<file path="src/rtl/adcseq_pkg.sv">
package adcseq_pkg;
  typedef enum logic [1:0] {
    ST_IDLE  = 2'd0,
    ST_CONV  = 2'd1,
    ST_SLEEP = 2'd2
  } seq_state_e;

  // register addresses
  localparam int A_CTRL = 'h00;
  localparam int A_HOLD = 'h01;
  localparam int A_STAT = 'h02;
  localparam int A_MASK = 'h03;
  localparam int A_SLOT = 'h10;
  localparam int A_RES  = 'h20;

  // control field layout
  localparam int EN_BIT  = 4;
  localparam int GO_BIT  = 3;
  localparam int SLEEP_W = 3;

  // status bit positions
  localparam int STAT_W   = 3;
  localparam int SB_ROUND = 0;
  localparam int SB_BURST = 1;
  localparam int SB_CAL   = 2;
endpackage

</file>
<file path="src/rtl/adcseq_engine.sv">
module adcseq_engine
  import adcseq_pkg::*;
#(
  parameter int NUM_SLOTS  = 15,
  parameter int CH_W       = 4,
  parameter int RES_W      = 10,
  parameter int SLEEP_UNIT = 4,
  localparam int IDX_W     = $clog2(NUM_SLOTS),
  localparam int CNT_W     = $clog2(SLEEP_UNIT * (2 ** SLEEP_W)) + 1
) (
  input  logic                      clk,
  input  logic                      rst,
  input  logic                      en,
  input  logic                      go,
  input  logic [SLEEP_W-1:0]        sleep_sel,
  input  logic [NUM_SLOTS*CH_W-1:0] slot_chan,
  input  logic [NUM_SLOTS-1:0]      slot_stop,
  input  logic                      cnv_done,
  input  logic [RES_W-1:0]          cnv_data,
  output logic                      cnv_req,
  output logic [CH_W-1:0]           cnv_chan,
  output logic                      wr_vld,
  output logic [IDX_W-1:0]          wr_idx,
  output logic [RES_W-1:0]          wr_data,
  output logic                      round_done
);
  seq_state_e       st_q;
  logic [IDX_W-1:0] idx_q;
  logic [CNT_W-1:0] cnt_q;
  logic [CNT_W-1:0] nap;
  logic             last_slot;
  logic             wr_vld_q, round_q;
  logic [IDX_W-1:0] wr_idx_q;
  logic [RES_W-1:0] wr_data_q;

  assign last_slot = slot_stop[idx_q] || (idx_q == IDX_W'(NUM_SLOTS - 1));
  assign nap       = CNT_W'(sleep_sel) * CNT_W'(SLEEP_UNIT);

  always_ff @(posedge clk) begin
    if (rst) begin
      st_q      <= ST_IDLE;
      idx_q     <= '0;
      cnt_q     <= '0;
      wr_vld_q  <= 1'b0;
      wr_idx_q  <= '0;
      wr_data_q <= '0;
      round_q   <= 1'b0;
    end else begin
      wr_vld_q <= 1'b0;
      round_q  <= 1'b0;
      if (!en) begin
        st_q  <= ST_IDLE;
        idx_q <= '0;
      end else begin
        case (st_q)
          ST_IDLE: begin
            if (go) begin
              st_q  <= ST_CONV;
              idx_q <= '0;
            end
          end
          ST_CONV: begin
            if (cnv_done) begin
              wr_vld_q  <= 1'b1;
              wr_idx_q  <= idx_q;
              wr_data_q <= cnv_data;
              round_q   <= last_slot;
              if (!go) begin
                st_q  <= ST_IDLE;
                idx_q <= '0;
              end else if (!last_slot) begin
                idx_q <= idx_q + 1'b1;
              end else begin
                idx_q <= '0;
                if (nap != '0) begin
                  st_q  <= ST_SLEEP;
                  cnt_q <= nap - 1'b1;
                end
              end
            end
          end
          ST_SLEEP: begin
            if (!go) st_q <= ST_IDLE;
            else if (cnt_q == '0) st_q <= ST_CONV;
            else cnt_q <= cnt_q - 1'b1;
          end
          default: st_q <= ST_IDLE;
        endcase
      end
    end
  end

  assign cnv_req    = (st_q == ST_CONV);
  assign cnv_chan   = slot_chan[idx_q*CH_W +: CH_W];
  assign wr_vld     = wr_vld_q;
  assign wr_idx     = wr_idx_q;
  assign wr_data    = wr_data_q;
  assign round_done = round_q;
endmodule

</file>
<file path="src/rtl/adcseq_results.sv">
module adcseq_results #(
  parameter int NUM_SLOTS = 15,
  parameter int RES_W     = 10,
  localparam int IDX_W    = $clog2(NUM_SLOTS)
) (
  input  logic                       clk,
  input  logic                       rst,
  input  logic                       hold,
  input  logic                       wr_vld,
  input  logic [IDX_W-1:0]           wr_idx,
  input  logic [RES_W-1:0]           wr_data,
  output logic [NUM_SLOTS*RES_W-1:0] vis_flat
);
  for (genvar i = 0; i < NUM_SLOTS; i++) begin : g_slot
    logic [RES_W-1:0] vis_q, pend_q;
    logic             dirty_q;
    logic             hit;

    assign hit = wr_vld && (wr_idx == IDX_W'(i));

    always_ff @(posedge clk) begin
      if (rst) begin
        vis_q   <= '0;
        pend_q  <= '0;
        dirty_q <= 1'b0;
      end else if (hit) begin
        if (hold) begin
          pend_q  <= wr_data;
          dirty_q <= 1'b1;
        end else begin
          vis_q   <= wr_data;
          dirty_q <= 1'b0;
        end
      end else if (!hold && dirty_q) begin
        vis_q   <= pend_q;
        dirty_q <= 1'b0;
      end
    end

    assign vis_flat[i*RES_W +: RES_W] = vis_q;
  end
endmodule

</file>
<file path="src/rtl/adcseq_csr.sv">
module adcseq_csr
  import adcseq_pkg::*;
#(
  parameter int NUM_SLOTS = 15,
  parameter int CH_W      = 4,
  parameter int RES_W     = 10,
  parameter int ADDR_W    = 8,
  parameter int DATA_W    = 8
) (
  input  logic                       clk,
  input  logic                       rst,
  input  logic [ADDR_W-1:0]          bus_addr,
  input  logic                       bus_we,
  input  logic [DATA_W-1:0]          bus_wdata,
  output logic [DATA_W-1:0]          bus_rdata,
  input  logic                       round_done,
  input  logic                       burst_evt,
  input  logic                       calib_evt,
  input  logic [NUM_SLOTS*RES_W-1:0] res_flat,
  output logic                       en,
  output logic                       go,
  output logic [SLEEP_W-1:0]         sleep_sel,
  output logic                       hold,
  output logic [NUM_SLOTS*CH_W-1:0]  slot_chan,
  output logic [NUM_SLOTS-1:0]       slot_stop,
  output logic [STAT_W-1:0]          stat,
  output logic                       irq
);
  localparam int CTRL_W = EN_BIT + 1;

  logic [CTRL_W-1:0] ctrl_q;
  logic              hold_q;
  logic [STAT_W-1:0] stat_q, mask_q, stat_clr, stat_set;
  logic              irq_q;
  logic [DATA_W-1:0] rd_nx, rdata_q;
  logic [CH_W:0]     slot_q [NUM_SLOTS];
  logic              unused_wdata;

  assign unused_wdata = ^bus_wdata;

  function automatic logic hit(input int a);
    return bus_we && (bus_addr == ADDR_W'(a));
  endfunction

  assign stat_clr = hit(A_STAT) ? bus_wdata[STAT_W-1:0] : '0;
  always_comb begin
    stat_set           = '0;
    stat_set[SB_ROUND] = round_done;
    stat_set[SB_BURST] = burst_evt;
    stat_set[SB_CAL]   = calib_evt;
  end

  always_ff @(posedge clk) begin
    if (rst) begin
      ctrl_q <= '0;
      hold_q <= 1'b0;
      stat_q <= '0;
      mask_q <= '0;
      irq_q  <= 1'b0;
    end else begin
      if (hit(A_CTRL)) ctrl_q <= bus_wdata[CTRL_W-1:0];
      if (hit(A_HOLD)) hold_q <= bus_wdata[0];
      if (hit(A_MASK)) mask_q <= bus_wdata[STAT_W-1:0];
      stat_q <= (stat_q & ~stat_clr) | stat_set;
      irq_q  <= |(stat_q & mask_q);
    end
  end

  for (genvar i = 0; i < NUM_SLOTS; i++) begin : g_slot
    localparam logic [CH_W:0] RST_V = (i == 0) ? {1'b1, {CH_W{1'b0}}} : '0;
    always_ff @(posedge clk) begin
      if (rst) slot_q[i] <= RST_V;
      else if (hit(A_SLOT + i)) slot_q[i] <= bus_wdata[CH_W:0];
    end
    assign slot_chan[i*CH_W +: CH_W] = slot_q[i][CH_W-1:0];
    assign slot_stop[i]              = slot_q[i][CH_W];
  end

  always_comb begin
    rd_nx = '0;
    if (bus_addr == ADDR_W'(A_CTRL)) rd_nx = DATA_W'(ctrl_q);
    if (bus_addr == ADDR_W'(A_HOLD)) rd_nx = DATA_W'(hold_q);
    if (bus_addr == ADDR_W'(A_STAT)) rd_nx = DATA_W'(stat_q);
    if (bus_addr == ADDR_W'(A_MASK)) rd_nx = DATA_W'(mask_q);
    for (int i = 0; i < NUM_SLOTS; i++) begin
      if (bus_addr == ADDR_W'(A_SLOT + i)) rd_nx = DATA_W'(slot_q[i]);
      if (bus_addr == ADDR_W'(A_RES + 2*i))
        rd_nx = DATA_W'(res_flat[i*RES_W+2 +: RES_W-2]);
      if (bus_addr == ADDR_W'(A_RES + 2*i + 1))
        rd_nx = DATA_W'(res_flat[i*RES_W +: 2]);
    end
  end

  always_ff @(posedge clk) begin
    if (rst) rdata_q <= '0;
    else     rdata_q <= rd_nx;
  end

  assign bus_rdata = rdata_q;
  assign en        = ctrl_q[EN_BIT];
  assign go        = ctrl_q[GO_BIT];
  assign sleep_sel = ctrl_q[SLEEP_W-1:0];
  assign hold      = hold_q;
  assign stat      = stat_q;
  assign irq       = irq_q;
endmodule

</file>
<file path="src/rtl/adcseq_top.sv">
module adcseq_top
  import adcseq_pkg::*;
#(
  parameter int NUM_SLOTS  = 15,
  parameter int CH_W       = 4,
  parameter int RES_W      = 10,
  parameter int SLEEP_UNIT = 4,
  parameter int ADDR_W     = 8,
  parameter int DATA_W     = 8,
  localparam int IDX_W     = $clog2(NUM_SLOTS)
) (
  input  logic              clk,
  input  logic              rst,
  input  logic [ADDR_W-1:0] bus_addr,
  input  logic              bus_we,
  input  logic [DATA_W-1:0] bus_wdata,
  output logic [DATA_W-1:0] bus_rdata,
  input  logic              burst_evt,
  input  logic              calib_evt,
  output logic              cnv_req,
  output logic [CH_W-1:0]   cnv_chan,
  input  logic              cnv_done,
  input  logic [RES_W-1:0]  cnv_data,
  output logic              irq
);
  logic                       en_w, go_w, hold_w, round_w, wr_vld_w;
  logic [SLEEP_W-1:0]         sleep_w;
  logic [NUM_SLOTS*CH_W-1:0]  chan_w;
  logic [NUM_SLOTS-1:0]       stop_w;
  logic [STAT_W-1:0]          stat_w;
  logic [IDX_W-1:0]           wr_idx_w;
  logic [RES_W-1:0]           wr_data_w;
  logic [NUM_SLOTS*RES_W-1:0] res_w;

  adcseq_csr #(
    .NUM_SLOTS(NUM_SLOTS), .CH_W(CH_W), .RES_W(RES_W),
    .ADDR_W(ADDR_W), .DATA_W(DATA_W)
  ) u_csr (
    .clk(clk), .rst(rst),
    .bus_addr(bus_addr), .bus_we(bus_we), .bus_wdata(bus_wdata),
    .bus_rdata(bus_rdata),
    .round_done(round_w), .burst_evt(burst_evt), .calib_evt(calib_evt),
    .res_flat(res_w),
    .en(en_w), .go(go_w), .sleep_sel(sleep_w), .hold(hold_w),
    .slot_chan(chan_w), .slot_stop(stop_w), .stat(stat_w), .irq(irq)
  );

  adcseq_engine #(
    .NUM_SLOTS(NUM_SLOTS), .CH_W(CH_W), .RES_W(RES_W), .SLEEP_UNIT(SLEEP_UNIT)
  ) u_eng (
    .clk(clk), .rst(rst),
    .en(en_w), .go(go_w), .sleep_sel(sleep_w),
    .slot_chan(chan_w), .slot_stop(stop_w),
    .cnv_done(cnv_done), .cnv_data(cnv_data),
    .cnv_req(cnv_req), .cnv_chan(cnv_chan),
    .wr_vld(wr_vld_w), .wr_idx(wr_idx_w), .wr_data(wr_data_w),
    .round_done(round_w)
  );

  adcseq_results #(
    .NUM_SLOTS(NUM_SLOTS), .RES_W(RES_W)
  ) u_res (
    .clk(clk), .rst(rst), .hold(hold_w),
    .wr_vld(wr_vld_w), .wr_idx(wr_idx_w), .wr_data(wr_data_w),
    .vis_flat(res_w)
  );
endmodule

</file>
<file path="config.mk">
export PLATFORM = sky130hd
export DESIGN_NAME = adcseq_top
export DESIGN_NICKNAME = d
export VERILOG_FILES = /design/src/rtl/adcseq_pkg.sv /design/src/rtl/adcseq_engine.sv /design/src/rtl/adcseq_results.sv /design/src/rtl/adcseq_csr.sv /design/src/rtl/adcseq_top.sv
export SDC_FILE = /design/constraint.sdc
export NUM_CORES = 1
export LEC_CHECK = 0
export BUFFER_PORTS_ARGS = -buffer_cell sky130_fd_sc_hd__buf_2
export CAP_MARGIN = 0
export CORE_MARGIN = 2
export CORE_UTILIZATION = 40
export DETAILED_ROUTE_END_ITERATION = 12
export PLACE_DENSITY = 0.54
export SLEW_MARGIN = 20
export SYNTH_ARGS = -nofsm -noshare
export SYNTH_HDL_FRONTEND = slang
export SYNTH_SLANG_ARGS = --single-unit
</file>
<file path="constraint.sdc">
create_clock -name clk -period 7.9 [get_ports clk]
set_input_delay 1.58 -clock clk [delete_from_list [all_inputs] [get_ports clk]]
set_output_delay 1.58 -clock clk [all_outputs]
set_load 0.01 [all_outputs]
</file>
After elaboration in Yosys (flattened, before gate mapping)
Memory sizes are Yosys's and may differ from the RTL's.
Index checks and enable logic that the tools add are counted.
{"block": "totals", "in_bits": 32, "ram_bits": 75, "register_bits": 364, "word_cells": 486, "output_inout_bits": 14, "memories": 1}
{"block": "op_classes", "add_sub_neg": 3, "shifts": 1, "muxes": 197, "order_cmp": 1, "n_reduce_logical": 112, "n_eq_ne": 90, "n_bitwise": 22}
{"memory": "u_csr.slot_q", "depth": 15, "word_bits": 5, "rd": 15, "rd_ports_with_merged_regs": 0, "write_ports": 15, "line": "adcseq_csr.sv:36", "source": "logic [CH_W:0] slot_q [NUM_SLOTS];"}
{"cell": "8-bit 2-to-1 mux", "n": 43}
{"cell": "10-bit 2-to-1 mux", "n": 31}
{"cell": "8-bit by 6-bit equality test with 1-bit output, second input constant", "n": 30}
{"cell": "8-bit by 5-bit equality test with 1-bit output, second input constant", "n": 15}
{"cell": "5-bit 2-to-1 mux", "n": 20}
{"cell": "1-bit 2-to-1 mux", "n": 80}
{"cell": "2-bit AND reduction", "n": 30}
{"cell": "60-bit by 7-bit variable part select with 4-bit output", "n": 1}
{"cell": "1-bit logical AND", "n": 49}
{"cell": "6-bit 2-to-1 mux", "n": 6}
{"cell": "2-bit inequality test, second input constant", "n": 18}
{"cell": "2-bit nonzero test", "n": 17}
{"cell": "4-bit equality test, second input constant", "n": 8}
{"cell": "4-bit by 3-bit equality test with 1-bit output, second input constant", "n": 4}
{"cell": "8-bit by 2-bit equality test with 1-bit output, second input constant", "n": 2}
{"cell": "2-bit 2-to-1 mux", "n": 8}
{"cell": "4-bit 2-to-1 mux", "n": 4}
{"cell": "1-bit bitwise OR", "n": 15}
{"cell": "6-bit one-hot mux with 2 select lines", "n": 1}
{"cell": "3-bit by 2-bit inequality test with 1-bit output, second input constant", "n": 3}
{"cell": "4-bit by 2-bit equality test with 1-bit output, second input constant", "n": 2}
{"cell": "8-bit by 1-bit equality test with 1-bit output, second input constant", "n": 1}
{"cell": "8-bit zero test", "n": 1}
{"cell": "2-bit by 1-bit inequality test with 1-bit output, second input constant", "n": 4}
{"cell": "27 further kinds", "n": 33}

Depth between registers and ports, before layout
Gate-level depths: netlist of run 1.
{"block": "depth", "ltp_word": 50, "ltp_mapped": 11, "mapped_depth_nobuf": 8}

Modules after synthesis
A second synthesis of run 1 with hierarchy kept.
{"block": "unflattened", "cells_unflattened": 2379, "hier_area_um2": 23299.8}
{"module": "adcseq_results", "cells_per_inst": 1374, "area_per_inst_um2": 14303.7, "seq_area_each_um2": 6306.0, "n_inst": 1}
{"module": "adcseq_csr", "cells_per_inst": 781, "area_per_inst_um2": 6956.7, "seq_area_each_um2": 2672.6, "n_inst": 1}
{"module": "adcseq_engine", "cells_per_inst": 224, "area_per_inst_um2": 2039.5, "seq_area_each_um2": 560.5, "n_inst": 1}

Worst setup path after synthesis of run 1
OpenSTA, ideal clock, no wires.
{"block": "synth_path", "kind": "register to output", "startpoint": "register u_eng.idx_q[0]", "endpoint": "output port cnv_chan[0]", "t_required_ns": 6.320, "path_buffers": 3, "path_slack_ns": 3.918, "t_arrival_ns": 2.402, "stages_incl_launch_ff": 6, "cell_sequence": "dfxtp_1 -> clkbuf_1 -> clkbuf_1 -> buf_2 -> mux4_2 -> mux4_2"}
{"block": "synth_between", "elab_chain_len": 1}
{"item": "start, declared", "line": "adcseq_engine.sv:28", "source": "logic [IDX_W-1:0] idx_q;"}
{"item": "start signal, assigned", "line": "adcseq_engine.sv:72", "source": "idx_q <= idx_q + 1'b1;"}
{"item": "60-bit by 7-bit variable part select with 4-bit output", "line": "adcseq_engine.sv:94", "source": "assign cnv_chan = slot_chan[idx_q*CH_W +: CH_W];"}
{"item": "end, declared", "line": "adcseq_top.sv:21", "source": "output logic [CH_W-1:0] cnv_chan,"}
Every way passes these cells.

Final worst setup path of run 1
{"block": "layout_path", "startpoint": "input port bus_addr[3]", "endpoint": "register u_csr.rdata_q[1], in the netlist u_csr.bus_rdata[1]"}
{"block": "layout_between", "elab_chain_len": 50, "elab_cells_between_ends": 98, "cone_classes": "eq/ne: 48; mux: 49; reduce/logical: 1"}
{"item": "start, declared", "line": "adcseq_top.sv:14", "source": "input logic [ADDR_W-1:0] bus_addr,"}
{"item": "8-bit zero test", "line": "adcseq_csr.sv:81", "source": "if (bus_addr == ADDR_W'(A_CTRL)) rd_nx = DATA_W'(ctrl_q);"}
{"item": "5-bit 2-to-1 mux", "line": "adcseq_csr.sv:81"}
{"item": "5-bit 2-to-1 mux", "line": "adcseq_csr.sv:82", "source": "if (bus_addr == ADDR_W'(A_HOLD)) rd_nx = DATA_W'(hold_q);"}
{"item": "5-bit 2-to-1 mux", "line": "adcseq_csr.sv:83", "source": "if (bus_addr == ADDR_W'(A_STAT)) rd_nx = DATA_W'(stat_q);"}
{"item": "5-bit 2-to-1 mux", "line": "adcseq_csr.sv:84", "source": "if (bus_addr == ADDR_W'(A_MASK)) rd_nx = DATA_W'(mask_q);"}
{"item": "5-bit 2-to-1 mux", "line": "adcseq_csr.sv:86", "source": "if (bus_addr == ADDR_W'(A_SLOT + i)) rd_nx = DATA_W'(slot_q[i]);"}
{"item": "8-bit 2-to-1 mux", "line": "adcseq_csr.sv:87", "source": "if (bus_addr == ADDR_W'(A_RES + 2*i))"}
{"item": "8-bit 2-to-1 mux", "line": "adcseq_csr.sv:89", "source": "if (bus_addr == ADDR_W'(A_RES + 2*i + 1))"}
{"item": "[34 not listed]"}
{"item": "8-bit 2-to-1 mux", "line": "adcseq_csr.sv:87"}
{"item": "8-bit 2-to-1 mux", "line": "adcseq_csr.sv:89"}
{"item": "8-bit 2-to-1 mux", "line": "adcseq_csr.sv:86"}
{"item": "8-bit 2-to-1 mux", "line": "adcseq_csr.sv:87"}
{"item": "8-bit 2-to-1 mux", "line": "adcseq_csr.sv:89"}
{"item": "8-bit 2-to-1 mux", "line": "adcseq_csr.sv:86"}
{"item": "8-bit 2-to-1 mux", "line": "adcseq_csr.sv:87"}
{"item": "2-bit 2-to-1 mux (*)", "line": "adcseq_csr.sv:89"}
{"item": "end signal, assigned", "line": "adcseq_csr.sv:96", "source": "else rdata_q <= rd_nx;"}
{"item": "end, declared", "line": "adcseq_csr.sv:35", "source": "logic [DATA_W-1:0] rd_nx, rdata_q;"}
Mark *: on every way between the ends. The rest lies on a longest branch, timed or not.
A chain may end at the register's enable or synchronous reset.

==> metrics.md, run 1 <==
| Metric | Value |
|---|---|
| Main flop type after synthesis | dfxtp_1 |
| Max_slew headroom | 0.199 |
| Total number of vias | 18600 |
| Clk Latency, worst-skew pair | approximately 0.6 ns |
| Final Hold Vio Count | 0 |
| Vias per cell | 5.96 |
| DP Worst Slack | about 2.8 ns |
| Arrival @ worst endpoint | just over 5 ns |
| Post-route cell area | about 23000 sq um |
| Worst Path Max Fanout | 38 |
| Sequential area share after synthesis | 0.455 |
| RSZ-0062 raised after global routing | no |
| Synth-to-Final Area Change | 11.1% |
| First-pass GRT wire length | 109000 um |
| Syn. warnings | 0 |
| Post-synth EDFFs | 75 |
| Largest net degree at the start of global routing | around 130 |
| Buf/Inv on CP | 1 |
| # fillers | approximately 5000 |
| Starting density of the core | 0.406 |
| DR iter-0 viols | roughly 2000 |
| Worst Slack Setup Final | about 3.3 ns |
| Multi-input combinational cell area | around 11000 sq um |
| Cells after DPL | 3029 |
| WP data required | ~8.4 ns |
| Clk_skew | between 0.02 and 0.03 ns |
| Register bit count reported by yosys | roughly 440 |
| Total grt overflow | 0 |
| Number of gates resized after CTS | 0 |
| Max Cap Violations | 0 |
| Status | finished, final reports clean |
| Clk slew on worst S/H paths | roughly 0.06 ns |
| Input/output buffers | between 40 and 50 |
| Clock sink count | around 440 |
| Cell count after synthesis | around 2500 |
| Hold buffers post-CTS | 0 |
| Setup bufs post-CTS | 0 |
| Fraction of layout cells with a size suffix above 1 | 0.0996 |
| Vias in the first global route | ~17000 |
| Post-Syn Nets | roughly 2500 |
| GRT Overall Usage | 0.266 |
| Total Neg Setup Slack | 0 ns |
| CP peak stage delay | slightly above 0.8 ns |
| Async SR Flop Fraction | 0 |
| I/O pin count | 46 |
| Cell Area, Placed | 21600 sq um |
| Final setup fails | 0 |
| Final ANT Viol Nets | 0 |
| Most common cell after layout, fill and taps aside | nand2_1 |
| Number of buffers on the longest clock path | 3 |
| CTS H-tree depth | 2 |
| Initial antenna violation count | 2 |
| Fin cells | ~3100 |
| Cts bufs inserted | about 50 |
| Worst slew pin tran | 1.19 ns |
| CTS tree | yes |
| DR WL/cell | about 24 um |
| Placer congestion estimate | 1.00 |
| DRC | 0 |
| VDD IR max | between 0.1 and 0.15 mV |
| Leak | 0.00715 uW |
| Row count | 83 |
| DIE AREA | 54300 sq um |
| Core Box Area | between 50000 and 60000 sq um |
| 1st-pass router iterations | 6 |
| Final #Nets | roughly 2400 |
| Commonest cells after routing, fill and taps aside | 486 x nand2_1, 363 x dfxtp_1, 280 x nor2_1, 226 x a21oi_1, 102 x mux2i_1 |
| HP Class | reg2reg |
| Crit start category | input port |
| Post-synth cell types | 81 |
| Die height | approximately 230 um |
| Average size of a mapped cell | 8.43 sq um |
| Slew Limit Fails | 0 |
| Die width | 233 um |
| Reg area | 9540 sq um |
| CP endpoint kind | flop |
| Max Freq | ~0.22 GHz |
| HPWL Detailed | roughly 50000 um |
| PD cells | 209 nW/um^2 |
| CP cell instances | buf_2, and4b_1, nand2_1, o21ai_1, nor3_1, a211o_1, or4_1, a31o_1 |
| Slowest library cell on the worst path | and4b_1 |
| CP top delay family | simple AND/OR/NAND/NOR gates |
| Final min period | about 4.6 ns |
| Cell area after synthesis | between 20000 and 25000 sq um |
| Type of the worst setup path | in2reg |
| Total routed wirelength | roughly 73000 um |
| Clk root buf | clkbuf_16 |
| Fin crit share | 0.583 |
stage by stage:
stage,hold slack (ns),utilization,total power (uW)
finish,0.453,0.451,4880
global route,0.463,0.451,5010
CTS,0.455,0.451,4920
detailed placement,0.438,0.418,2540
global placement,0.436,0.418,2540
floorplan,0.413,-,2460
worst paths after layout:
path	from	endpoint	slack (ns)	depth (start not counted)
max	bus_addr[3]	u_csr.bus_rdata[1]	3.29	8
min	u_eng.wr_data[4]	u_eng.wr_data[4]	0.45	2
max reg2reg	u_eng.idx_q[1]	u_eng.cnt_q[4]	5.02	8
min reg2reg	u_eng.wr_data[4]	u_eng.wr_data[4]	0.45	2
synthesized netlist by cell type, types with 10 or more instances:
library cell,count,area [sq um]
a211oi_1,101,758
a21o_1,14,105
a21oi_1,226,1130
a22oi_1,26,195
a311oi_1,62,543
and2_1,20,125
and3_1,55,344
buf_1,21,78.8
buf_2,20,100
clkbuf_1,186,698
dfxtp_1,364,7290
edfxtp_1,75,2250
inv_1,10,37.5
mux2i_1,102,1020
mux4_2,21,473
nand2_1,486,1820
nand2b_1,16,100
nand3_1,82,410
nor2_1,293,1100
nor2b_1,10,62.6
nor3_1,25,125
o211ai_1,10,75.1
o21ai_0,53,265
o22ai_1,12,75.1
per-layer routing:
metal  vias to the layer above  global-route usage  share of wire
li1                       8777                   -              -
met4                         0              0.0802          0.025
met1                      9027               0.394           0.47
met2                       694               0.400           0.44
met5                         -                   0              0
met3                        98              0.0358          0.067
sequential cells by signal, indices dropped and copies added, names as in the netlist:
| name | cells |
|---|---|
| u_eng.wr_vld | 1 |
| u_csr.ctrl_q | 5 |
| u_csr.stat | 3 |
| u_csr.bus_rdata | 8 |
| u_eng.wr_idx | 4 |
| u_eng.round_done | 1 |
| u_eng.cnt_q | 6 |
| u_eng.idx_q | 4 |
| u_csr.irq | 1 |
| u_csr.hold | 1 |
| u_res.g_slot.dirty_q | 15 |
| u_csr.slot_q | 75 |
| u_eng.wr_data | 10 |
| u_res.g_slot.vis_q | 150 |
| u_res.g_slot.pend_q | 150 |
| u_eng.st_q | 2 |
| u_csr.mask_q | 3 |
power by group:
| group | internal (uW) | switching, uW | total (uW) | leakage (uW) |
|---|---|---|---|---|
| Sequential | 2300 | 23.6 | 2320 | 0.00364 |
| Combinational | 46.5 | 131 | 177 | 0.00268 |
| Clock | 1420 | 969 | 2380 | 0.000827 |
cells by family after synthesis:
family | share of synthesized area
flops | 0.455
xor+xnor | 0.00209
simple gates | 0.226
buf+inv | 0.0465
mux | 0.0734
fa+ha+maj | 0.00358
compound gates | 0.194
layout make-up:
cell class | instances | area share
tap | 680 | 0.0365
timing repair buffer | 93 | 0.0259
inverter | 11 | 0.00177
antenna | 1 | 0.000107
multi-input combinational | 1806 | 0.454
sequential | 439 | 0.410
clock inverter | 16 | 0.00977
clock buffer | 75 | 0.0627
worst reg2reg max path, cell delays in order (launching register included):
cell and delay, ns:
dfxtp_1 0.31, buf_4 0.35, mux2_2 0.39, a221o_1 0.34
mux4_2 0.54, o21ai_1 0.23, o21bai_1 0.27, a21oi_1 0.20
o311a_1 0.19
Power figures use the tool's default switching activity.
==> run 2, diff against run 1 <==
- ABC_AREA: not set -> 1
- PLACE_DENSITY: 0.54 -> 0.56
- clock period: 7.9 -> 4.2 ns (I/O delays scaled with it)
==> metrics.md, run 2 <==
| Metric | Value |
|---|---|
| GRT Overall Usage | 0.272 (+0.00540) |
| Flop pwr share | 0.494 (+0.019) |
| Cell area after synthesis | 19200 sq um (-8.6%) |
| Clk Latency, worst-skew pair | 0.59 ns (-0.02 ns) |
| Clk_skew | 0.0128 ns (-0.0159 ns) |
| FF-to-FF Start | u_csr.slot_q[0][2] |
| Max Freq | approximately 0.27 GHz |
| Crit path to | u_csr.bus_rdata[2] |
| Clock sink count | 439 (unchanged) |
| First-pass GRT wire length | 103000 um (-5.8%) |
| Number of buffers on the longest clock path | 3 (unchanged) |
| Antenna diodes | 0 (-1) |
| Status | finished, final reports clean |
| Highest Signal Layer | met4 |
| Flop-to-flop setup slack | 0.86 ns (-4.16 ns) |
| Initial antenna violation count | 1 (-1) |
| WP data required | 4.68 ns (-3.73 ns) |
| Top-count cell post-synth | nand2_1 |
| Total grt overflow | 0 (unchanged) |
| Cts bufs inserted | 47 (-4.1%) |
| CP endpoint kind | flop |
| HPWL Detailed | 46500 um (-7.5%) |
| Total routed wirelength | 68800 um (-6.3%) |
| Cell count after synthesis | 2516 (+1.1%) |
| CTS H-tree depth | 2 (unchanged) |
| Leak | 0.00760 uW (+6.3%) |
| Arrival @ worst endpoint | 4.17 ns (-0.94 ns) |
| 1st-pass router iterations | 5 (-1) |
| Max Cap Violations | 0 (unchanged) |
| Worst r2r dst | u_csr.bus_rdata[2] |
| PD cells | 401 nW/um^2 (+91%) |
| Final min period | about 3.7 ns |
| Row count | 80 (-3.6%) |
| WL met1 | 30900 um (-10%) |
| CP cell instances | buf_2, nor2_4, nand2_2, nor2_2, inv_2, o21ai_1, nand3_1, a221oi_2, nand4_1, a21oi_1, o2111ai_1, a21oi_1, o2111ai_1, a21oi_1, nand4_1, a21oi_1, nand4_1, a21oi_1, nand4_1, o21ai_1, inv_1 |
| Placer congestion estimate | 0.955 (-4.8%) |
| Number of gates resized after CTS | 0 (unchanged) |
| Clk slew on worst S/H paths | 0.06 ns (about the same) |
| Biggest area consumer among synthesized cells | dfxtp_1 |
| Max_slew headroom | 0.347 (+0.148) |
| DR WL/cell | 21.6 um (-8.3%) |
| Top cells by area, synth | dfxtp_1 38%, edfxtp_1 12%, nand2_1 10%, o21ai_0 9.5%, a31oi_1 5.1% |
| Register bit count reported by yosys | 439 (unchanged) |
| Most common cell type on the critical path | a21oi_1 |
| Slowest library cell on the worst path | nor2_2 |
| DIE AREA | 49700 sq um (-8.4%) |
| Main flop type after synthesis | dfxtp_1 |
| Hold_ws | 0.437 ns (-0.0160 ns) |
| Setup bufs post-CTS | 0 (unchanged) |
| Sw Share | 0.221 (-0.00930) |
| CTS tree | yes |
| # fillers | 4717 (-7.4%) |
| Async SR Flop Fraction | 0 (unchanged) |
| Clk root buf | clkbuf_16 |
| I/O pin count | 46 (unchanged) |
| Biggest regs | u_res.g_slot.pend_q x150, u_res.g_slot.vis_q x150, u_csr.slot_q x75 |
| RSZ-0062 raised after global routing | no |
| Cell Area, Placed | 20400 sq um (-5.6%) |
| Worst Path Max Fanout | 5 (-87%) |
| Final ANT Viol Nets | 0 (unchanged) |
| Most common cell after layout, fill and taps aside | nand2_1 |
| Post-synth top area share | 0.380 (+0.0326) |
| Post-synth top cells | 529 x nand2_1, 364 x dfxtp_1, 362 x o21ai_0 |
| Met3 routed WL | 6170 um (+26%) |
| HP Class | reg2reg |
| Post-Syn Nets | 2554 (+1.1%) |
| Vias in the first global route | 16700 (+0.096%) |
| Total Neg Setup Slack | 0 ns (unchanged) |
| Crit start category | input port |
| Worst R2R Path Depth | 18 (+10) |
| Type of the worst setup path | in2reg |
| Hold path cells | 2 (unchanged) |
| Sequential area share after synthesis | 0.498 (+0.0427) |
| Hold buffers post-CTS | 0 (unchanged) |
| Post-synth cell types | 39 (-52%) |
| Worst slew pin tran | 0.974 ns (-0.219 ns) |
| Post-synth EDFFs | 75 (unchanged) |
| Starting density of the core | 0.403 (-0.00304) |
| Fin crit share | 0.879 |
| Clock share of power | 0.480 (-0.009) |
| Syn. warnings | 0 (unchanged) |
| Sw power | 1940 uW (+73%) |
| Die width | 223 um (-4.3%) |
| VDD IR max | 0.262 mV (+84%) |
| Die height | 223 um (-4.3%) |
| Total number of vias | 18300 (-1.6%) |
| Final setup fails | 0 (unchanged) |
| Commonest cells after routing, fill and taps aside | 529 x nand2_1, 363 x dfxtp_1, 362 x o21ai_0, 215 x nor2_1, 192 x nand3_1 |
| CP peak stage delay | 0.26 ns (-0.55 ns) |
| WL met2 | 29200 um (-9.1%) |
| Critical Path Source | bus_addr[3] |
| Largest net degree at the start of global routing | 94 (-25%) |
| DRC | 0 (unchanged) |
| Power Internal | 6850 uW (+82%) |
| DR iter-0 viols | 2178 (+6.7%) |
| Post-route cell area | 21900 sq um (-5.8%) |
| Final #Nets | 2579 (+5.8%) |
| Slew Limit Fails | 0 (unchanged) |
| Synth-to-Final Area Change | 14.5% |
| Average size of a mapped cell | 7.62 sq um (-9.6%) |
| Input/output buffers | 42 (unchanged) |
| Core Box Area | 47500 sq um (-7.9%) |
| Final Hold Vio Count | 0 (unchanged) |
| Fraction of layout cells with a size suffix above 1 | 0.106 (+0.00604) |
| Combinational Power Share | 0.026 (-0.010) |
| Vias per cell | 5.74 (-3.7%) |
==> run 2: layer usage <==
layer,vias to the layer above,track usage
met5,-,0
met4,0,0.100
met3,134,0.0599
met2,768,0.400
met1,8738,0.389
li1,8655,-
==> run 2: how the worst min path moves through the flow <==
stage / start / to / slack (ns)
3_3_place_gp: u_eng.round_done / u_csr.stat[0] / 0.42
5_1_grt: u_eng.round_done / u_csr.stat[0] / 0.47
3_5_place_dp: u_eng.round_done / u_csr.stat[0] / 0.43
2_1_floorplan: u_eng.round_done / u_csr.stat[0] / 0.42
6_report: u_eng.round_done / u_csr.stat[0] / 0.44
4_1_cts: u_eng.round_done / u_csr.stat[0] / 0.44
==> run 2: cells by family (layout without fill, tap and decap cells) <==
family,after synthesis,in the layout,share of synthesized area
XOR/XNOR,5,5,0.00228
flip-flops,439,439,0.498
AND/OR/NAND/NOR,1005,1005,0.220
adder cells (fa/ha/maj),6,6,0.00392
buffers and inverters,360,419,0.0707
AO/OA/AOI/OAI,701,701,0.206
==> run 2: final cells by class <==
type / count / area [sq um] / share of cell area
multi-input cells: 1717 / 8280 / 0.377
inverters: 189 / 717 / 0.0327
clock buffers: 73 / 1490 / 0.0679
flip-flops and latches: 439 / 9540 / 0.435
repair buffers: 147 / 1070 / 0.0489
well taps: 615 / 769 / 0.0351
clock inverters: 10 / 78.8 / 0.00359
==> run 2: metrics by stage <==
| stage | power [uW] | cells | worst slack (ns) | util |
|---|---|---|---|---|
| floorplan | 4550 | 2516 | 1.10 | - |
| global route | 9030 | 3190 | 0.229 | 0.462 |
| global placement | 4660 | 3107 | 0.153 | 0.428 |
| detailed placement | 4660 | 3107 | 0.0783 | 0.429 |
| CTS | 8850 | 3190 | 0.649 | 0.462 |
| finish | 8790 | 3190 | 0.508 | 0.462 |
==> run 2: power groups by stage <==
stage | Clock (uW) | Sequential, uW | Combinational (uW)
after CTS | 4280 | 4340 | 226
final | 4220 | 4340 | 232
after global placement | 0 | 4430 | 223
after global routing | 4440 | 4350 | 247
after floorplan | 0 | 4420 | 126
after detailed placement | 0 | 4440 | 225
==> run 2: critical path: cells and delay by family <==
kind | cells | cell delay [ns]
and+or+nand+nor | 8 | 1.33
AOI/OAI and AO/OA | 10 | 1.77
buffers and inverters | 3 | 0.22
